`src/rtl/npc_pkg.sv`:
```
package npc_pkg;

    localparam int WORD_W  = 32;
    localparam int RIDX_W  = 5;
    localparam int OP_W    = 6;
    localparam int IMM_W   = 16;
    localparam int JIDX_W  = 26;

    localparam logic [OP_W-1:0] OP_SPECIAL = 6'b000000;
    localparam logic [OP_W-1:0] OP_SIGNSEL = 6'b000001;
    localparam logic [OP_W-1:0] OP_JMP     = 6'b000010;
    localparam logic [OP_W-1:0] OP_JMPLNK  = 6'b000011;
    localparam logic [OP_W-1:0] OP_BREQ    = 6'b000100;
    localparam logic [OP_W-1:0] OP_BRNE    = 6'b000101;
    localparam logic [OP_W-1:0] OP_BRLE0   = 6'b000110;
    localparam logic [OP_W-1:0] OP_BRGT0   = 6'b000111;

    localparam logic [OP_W-1:0] FN_REGJ    = 6'b001000;
    localparam logic [OP_W-1:0] FN_REGJLNK = 6'b001001;

    localparam logic [RIDX_W-1:0] SEL_LT0     = 5'b00000;
    localparam logic [RIDX_W-1:0] SEL_GE0     = 5'b00001;
    localparam logic [RIDX_W-1:0] SEL_LT0_LNK = 5'b10000;
    localparam logic [RIDX_W-1:0] SEL_GE0_LNK = 5'b10001;

    typedef enum logic [1:0] {
        XK_NONE,
        XK_BRANCH,
        XK_JUMP,
        XK_JREG
    } xfer_kind_e;

    typedef enum logic [2:0] {
        CND_NEVER,
        CND_EQ,
        CND_NE,
        CND_LEZ,
        CND_GTZ,
        CND_LTZ,
        CND_GEZ
    } cond_e;

    typedef struct packed {
        logic [WORD_W-1:0] next_pc;
        logic              link_we;
        logic [RIDX_W-1:0] link_idx;
        logic [WORD_W-1:0] link_val;
    } npc_state_t;

endpackage

```
`src/rtl/npc_decode.sv`:
```
module npc_decode
    import npc_pkg::*;
(
    input  logic [OP_W-1:0]   op_i,
    input  logic [RIDX_W-1:0] rt_field_i,
    input  logic [OP_W-1:0]   funct_i,
    output xfer_kind_e        kind_o,
    output cond_e             cond_o,
    output logic              link_req_o,
    output logic              link_to_rd_o
);

    always_comb begin
        kind_o       = XK_NONE;
        cond_o       = CND_NEVER;
        link_req_o   = 1'b0;
        link_to_rd_o = 1'b0;
        case (op_i)
            OP_BREQ: begin
                kind_o = XK_BRANCH;
                cond_o = CND_EQ;
            end
            OP_BRNE: begin
                kind_o = XK_BRANCH;
                cond_o = CND_NE;
            end
            OP_BRLE0: begin
                kind_o = XK_BRANCH;
                cond_o = CND_LEZ;
            end
            OP_BRGT0: begin
                kind_o = XK_BRANCH;
                cond_o = CND_GTZ;
            end
            OP_SIGNSEL: begin
                case (rt_field_i)
                    SEL_LT0: begin
                        kind_o = XK_BRANCH;
                        cond_o = CND_LTZ;
                    end
                    SEL_GE0: begin
                        kind_o = XK_BRANCH;
                        cond_o = CND_GEZ;
                    end
                    SEL_LT0_LNK: begin
                        kind_o     = XK_BRANCH;
                        cond_o     = CND_LTZ;
                        link_req_o = 1'b1;
                    end
                    SEL_GE0_LNK: begin
                        kind_o     = XK_BRANCH;
                        cond_o     = CND_GEZ;
                        link_req_o = 1'b1;
                    end
                    default: ;
                endcase
            end
            OP_JMP: begin
                kind_o = XK_JUMP;
            end
            OP_JMPLNK: begin
                kind_o     = XK_JUMP;
                link_req_o = 1'b1;
            end
            OP_SPECIAL: begin
                if (funct_i == FN_REGJ) begin
                    kind_o = XK_JREG;
                end else if (funct_i == FN_REGJLNK) begin
                    kind_o       = XK_JREG;
                    link_req_o   = 1'b1;
                    link_to_rd_o = 1'b1;
                end
            end
            default: ;
        endcase
    end

endmodule

```
`src/rtl/npc_cond_eval.sv`:
```
module npc_cond_eval
    import npc_pkg::*;
(
    input  cond_e             cond_i,
    input  logic [WORD_W-1:0] rs_val_i,
    input  logic [WORD_W-1:0] rt_val_i,
    output logic              hit_o
);

    logic rs_neg;
    logic rs_zero;

    assign rs_neg  = rs_val_i[WORD_W-1];
    assign rs_zero = (rs_val_i == '0);

    always_comb begin
        case (cond_i)
            CND_EQ:  hit_o = (rs_val_i == rt_val_i);
            CND_NE:  hit_o = (rs_val_i != rt_val_i);
            CND_LEZ: hit_o = rs_neg | rs_zero;
            CND_GTZ: hit_o = ~rs_neg & ~rs_zero;
            CND_LTZ: hit_o = rs_neg;
            CND_GEZ: hit_o = ~rs_neg;
            default: hit_o = 1'b0;
        endcase
    end

endmodule

```
`src/rtl/npc_target_gen.sv`:
```
module npc_target_gen
    import npc_pkg::*;
(
    input  logic [WORD_W-1:0] pc_i,
    input  logic [JIDX_W-1:0] jidx_i,
    output logic [WORD_W-1:0] pc_plus4_o,
    output logic [WORD_W-1:0] br_target_o,
    output logic [WORD_W-1:0] jmp_target_o
);

    localparam int EXT_W = WORD_W - IMM_W - 2;
    localparam int HI_W  = WORD_W - JIDX_W - 2;

    logic [IMM_W-1:0]  offset;
    logic [WORD_W-1:0] byte_offset;

    assign offset       = jidx_i[IMM_W-1:0];
    assign byte_offset  = {{EXT_W{offset[IMM_W-1]}}, offset, 2'b00};
    assign pc_plus4_o   = pc_i + WORD_W'(4);
    assign br_target_o  = pc_plus4_o + byte_offset;
    assign jmp_target_o = {pc_plus4_o[WORD_W-1 -: HI_W], jidx_i, 2'b00};

endmodule

```
`src/rtl/npc_unit.sv`:
```
module npc_unit
    import npc_pkg::*;
#(
    parameter logic [31:0] RESET_PC = 32'h0000_0000,
    parameter int          LINK_REG = 31
) (
    input  logic        clk,
    input  logic        rst_n,
    input  logic [31:0] pc_i,
    input  logic [31:0] instr_i,
    input  logic [31:0] rs_val_i,
    input  logic [31:0] rt_val_i,
    output logic [31:0] next_pc_o,
    output logic        link_we_o,
    output logic [4:0]  link_idx_o,
    output logic [31:0] link_val_o
);

    localparam logic [RIDX_W-1:0] LINK_IDX = RIDX_W'(LINK_REG);

    xfer_kind_e        kind;
    cond_e             cond;
    logic              link_req;
    logic              link_to_rd;
    logic              cond_hit;
    logic              taken;
    logic [WORD_W-1:0] pc_plus4;
    logic [WORD_W-1:0] br_target;
    logic [WORD_W-1:0] jmp_target;
    npc_state_t        state_d;
    npc_state_t        state_q;

    npc_decode i_decode (
        .op_i         (instr_i[31:26]),
        .rt_field_i   (instr_i[20:16]),
        .funct_i      (instr_i[5:0]),
        .kind_o       (kind),
        .cond_o       (cond),
        .link_req_o   (link_req),
        .link_to_rd_o (link_to_rd)
    );

    npc_cond_eval i_cond (
        .cond_i   (cond),
        .rs_val_i (rs_val_i),
        .rt_val_i (rt_val_i),
        .hit_o    (cond_hit)
    );

    npc_target_gen i_tgt (
        .pc_i         (pc_i),
        .jidx_i       (instr_i[JIDX_W-1:0]),
        .pc_plus4_o   (pc_plus4),
        .br_target_o  (br_target),
        .jmp_target_o (jmp_target)
    );

    always_comb begin
        state_d = '0;
        taken   = (kind == XK_BRANCH) ? cond_hit : (kind != XK_NONE);
        state_d.next_pc = pc_plus4;
        if (taken) begin
            case (kind)
                XK_BRANCH: state_d.next_pc = br_target;
                XK_JUMP:   state_d.next_pc = jmp_target;
                XK_JREG:   state_d.next_pc = rs_val_i;
                default:   state_d.next_pc = pc_plus4;
            endcase
        end
        if (taken && link_req) begin
            state_d.link_we  = 1'b1;
            state_d.link_idx = link_to_rd ? instr_i[15:11] : LINK_IDX;
            state_d.link_val = pc_plus4;
        end
    end

    always_ff @(posedge clk or negedge rst_n) begin
        if (!rst_n) begin
            state_q          <= '0;
            state_q.next_pc  <= RESET_PC;
        end else begin
            state_q <= state_d;
        end
    end

    assign next_pc_o  = state_q.next_pc;
    assign link_we_o  = state_q.link_we;
    assign link_idx_o = state_q.link_idx;
    assign link_val_o = state_q.link_val;

endmodule

```
`config.mk`:
```
export PLATFORM = sky130hd
export DESIGN_NAME = npc_unit
export DESIGN_NICKNAME = d
export VERILOG_FILES = /design/src/rtl/npc_pkg.sv /design/src/rtl/npc_decode.sv /design/src/rtl/npc_cond_eval.sv /design/src/rtl/npc_target_gen.sv /design/src/rtl/npc_unit.sv
export SDC_FILE = /design/constraint.sdc
export NUM_CORES = 1
export LEC_CHECK = 0
export CORE_MARGIN = 2
export CORE_UTILIZATION = 33
export CTS_BUF_LIST = sky130_fd_sc_hd__clkbuf_16
export CTS_CLUSTER_SIZE = 16
export DETAILED_ROUTE_END_ITERATION = 10
export GPL_TIMING_DRIVEN = 0
export RECOVER_POWER = 50
export SYNTH_ARGS = -nofsm -noshare
export SYNTH_HDL_FRONTEND = slang
export SYNTH_SLANG_ARGS = --single-unit
```
`constraint.sdc`:
```
create_clock -name clk -period 0.8 [get_ports clk]
set_input_delay 0.2 -clock clk [delete_from_list [all_inputs] [get_ports clk]]
set_output_delay 0.2 -clock clk [all_outputs]
set_load 0.005 [all_outputs]
```
==> flow_summary.toml <==
[sta]
setup_ws_ns = -2.41
finalSetupViolations = 140
fmax_mhz = 312
final_hold_viol_count = 26
rsz0062_at_grt = "true"
period_needed_ns = 3.21
tightest_slew_ns = 0.906
fin_crit_sh_pct = 401
holdWs_ns = -0.0292
slew_viol_final = 0
relSlewSlack_pct = 39.6

[worst_setup_path]
arrival_ns = 3.43
cp-end-kind = "register"
cp_max_fo = 4
critPathLaunchType = "primary input"
crit_required_ns = 1.03
crit_type = "in -> reg"

[synth]
synth_area_per_cell_sq_um = 8.33
synth-main-ff-cell = "dfrtp_1"
yosys_warnings = 0
syn_area_sq_mm = 0.00551
synth_seq_cells = 70
synth_edf_count = 0
ys_types = 54
async_flop_share_pct = 100
syn_inst = 662
ys_seq_area_share_pct = 31.8
syn_nets = 828

[place]
dp_hpwl_um = 18400
io_buffers = 198
placedCellCount = 1080
place.gp.congestion = 0.887

[job]
cap_viol_max_count = 0

[detailed_routing]
antenna_left = 0
drtIter0Drc = 376
wl_per_cell_um = 21.9
vias_per_cell = 5.48
drtPass1Iterations = 5
wl_um = 26300
drc = 0
via_count = 6571

[clocking]
cts_made_buffers = 9
cts.sinks = 70
clk_pin_slew_ns = 0.07
cts_buffer_depth = 2
cts_hold_buf = 0
cts_tree = "done"
root_buffer = "clkbuf_16"
htreeDepth = 3

[cells_and_area]
num-nets-final = 1139
final_cell_mix = "buf_2 (92), buf_4 (77), dfrtp_1 (70), xor2_1 (36), nor2_4 (31)"
multi_input_area_sq_mm = 0.00537
instances_no_fill = 1198
drive_gt1_share_pct = 55.2
area_growth_pct = 94.6
layout_commonest_cell = "buf_2"
final-seq-area_sq_mm = 0.00175
nFillCells = 1294
antenna_cells = 0

[die]
die_w_um = 133
dieHeight_um = 133
die_area_sq_mm = 0.0178
core-area_sq_mm = 0.0165
io-pin-count = 200
core.rowCount = 47
start_util_pct = 33.5

[global_route]
grt.total_usage_pct = 28.4
grt_start_max_net_pins = 71
grt_pass1_wl_um = 38000
grt_antenna_before_repair = 0
grt_pass1_vias = 6519
overflow = 0

[hold_path]
worstHoldPathType = "in -> async"

[pwr]
finalPower_mw = 13.4
worst_ir_drop_vdd_mv = 1.18
p_per_area_mw_per_mm2 = 1240
leakagePower_nw = 4.68

[run_status]
failed_checks = "negative hold slack, negative setup slack"
outcome = "finished with violations"
==> logic make-up after synthesis <==
kind of cell,Yosys count,synth area share (%)
flops,70,31.8
simple gates,221,19.5
xor+xnor,84,13.3
mux,4,0.749
compound gates,186,22.0
buf+inv,61,4.38
fa+ha+maj,36,8.31
==> sequential cells by signal, summed over array words and instances, names as in the netlist <==
name	cells
link_idx_o	5
link_we_o	1
link_val_o	32
next_pc_o	32
==> cell usage after synthesis (all sizes together) (17+ instances only) <==
| master | instances | area share (%) |
|---|---|---|
| nor2 | 78 | 5.3 |
| dfrtp | 70 | 32 |
| xor2 | 68 | 11 |
| a21oi | 66 | 6.1 |
| inv | 40 | 2.7 |
| nand2 | 36 | 2.5 |
| ha | 35 | 7.9 |
| o21ai | 34 | 3.1 |
| nand3 | 22 | 2.0 |
| nor4 | 18 | 2.2 |
| a22oi | 17 | 2.3 |
| nor3 | 17 | 1.5 |
==> where the power goes <==
| group | internal [mW] | switching (mW) | leakage (nW) |
|---|---|---|---|
| Clock | 3.06 | 1.70 | 0.166 |
| Combinational | 2.33 | 2.56 | 3.61 |
| Sequential | 3.66 | 0.0295 | 0.905 |
==> area by class of cell <==
| cell class | count | area share, % |
|---|---|---|
| multi-input combinational | 531 | 50.1 |
| timing repair buffer | 302 | 24.0 |
| sequential | 70 | 16.3 |
| tap | 220 | 2.57 |
| buffer | 19 | 2.38 |
| clock buffer | 9 | 2.10 |
| inverter | 40 | 1.42 |
| clock inverter | 7 | 1.12 |
==> worst max-delay path: stages <==
cell,delay [ns]
buf_8,0.10
and4_4,0.18
buf_4,0.13
buf_4,0.13
buf_4,0.13
nand3_2,0.08
xor2_2,0.29
inv_2,0.10
ha_4,0.29
nand2_1,0.08
or3_4,0.41
a211oi_4,0.23
a211oi_4,0.09
a211oi_2,0.30
o21ai_2,0.11
a21oi_2,0.18
xor2_1,0.09
a221o_1,0.30
==> how the worst max path moves through the flow <==
| stage | from | endpoint | slack [ns] |
|---|---|---|---|
| 2_1_floorplan | pc_i[8] | next_pc_o[28] | -2.46 |
| 3_3_place_gp | pc_i[8] | next_pc_o[28] | -3.86 |
| 3_5_place_dp | pc_i[8] | next_pc_o[28] | -3.88 |
| 4_1_cts | pc_i[8] | next_pc_o[28] | -2.42 |
| 5_1_grt | pc_i[9] | next_pc_o[31] | -2.55 |
| 6_report | pc_i[9] | next_pc_o[28] | -2.41 |
==> timing repair <==
action / CTS / global route
resized for setup: 800 / 132
pin swaps: 89 / 100
buffers inserted: 69 / 35
cloned: 5 / 0
setup endpoints to repair: 140 / 140
==> metal layers <==
metal | global-route usage, % | routed length [um] | share of wire, % | up-vias
li1 | - | - | - | 2978
met1 | 37.9 | 11400 | 43 | 3267
met2 | 47.7 | 12700 | 48 | 285
met3 | 4.87 | 1580 | 6.0 | 41
met4 | 7.80 | 657 | 2.5 | 0
met5 | 0 | 0 | 0 | -
==> through the flow <==
step	setup WS (ns)	hold slack, ns	setup TNS [ns]	utilization, %	cell area (sq um)
after floorplan	-2.46	-0.0956	-93.52	-	6100
after global placement	-3.86	0.807	-399.32	50.8	8360
after detailed placement	-3.88	0.384	-216.73	50.8	8360
after CTS	-2.42	0.00845	-122.11	61.1	10100
after global routing	-2.55	0.0599	-131.82	65.1	10700
final	-2.41	-0.0292	-123.15	65.1	10700
Note: power is estimated with default switching activity, not from simulation.
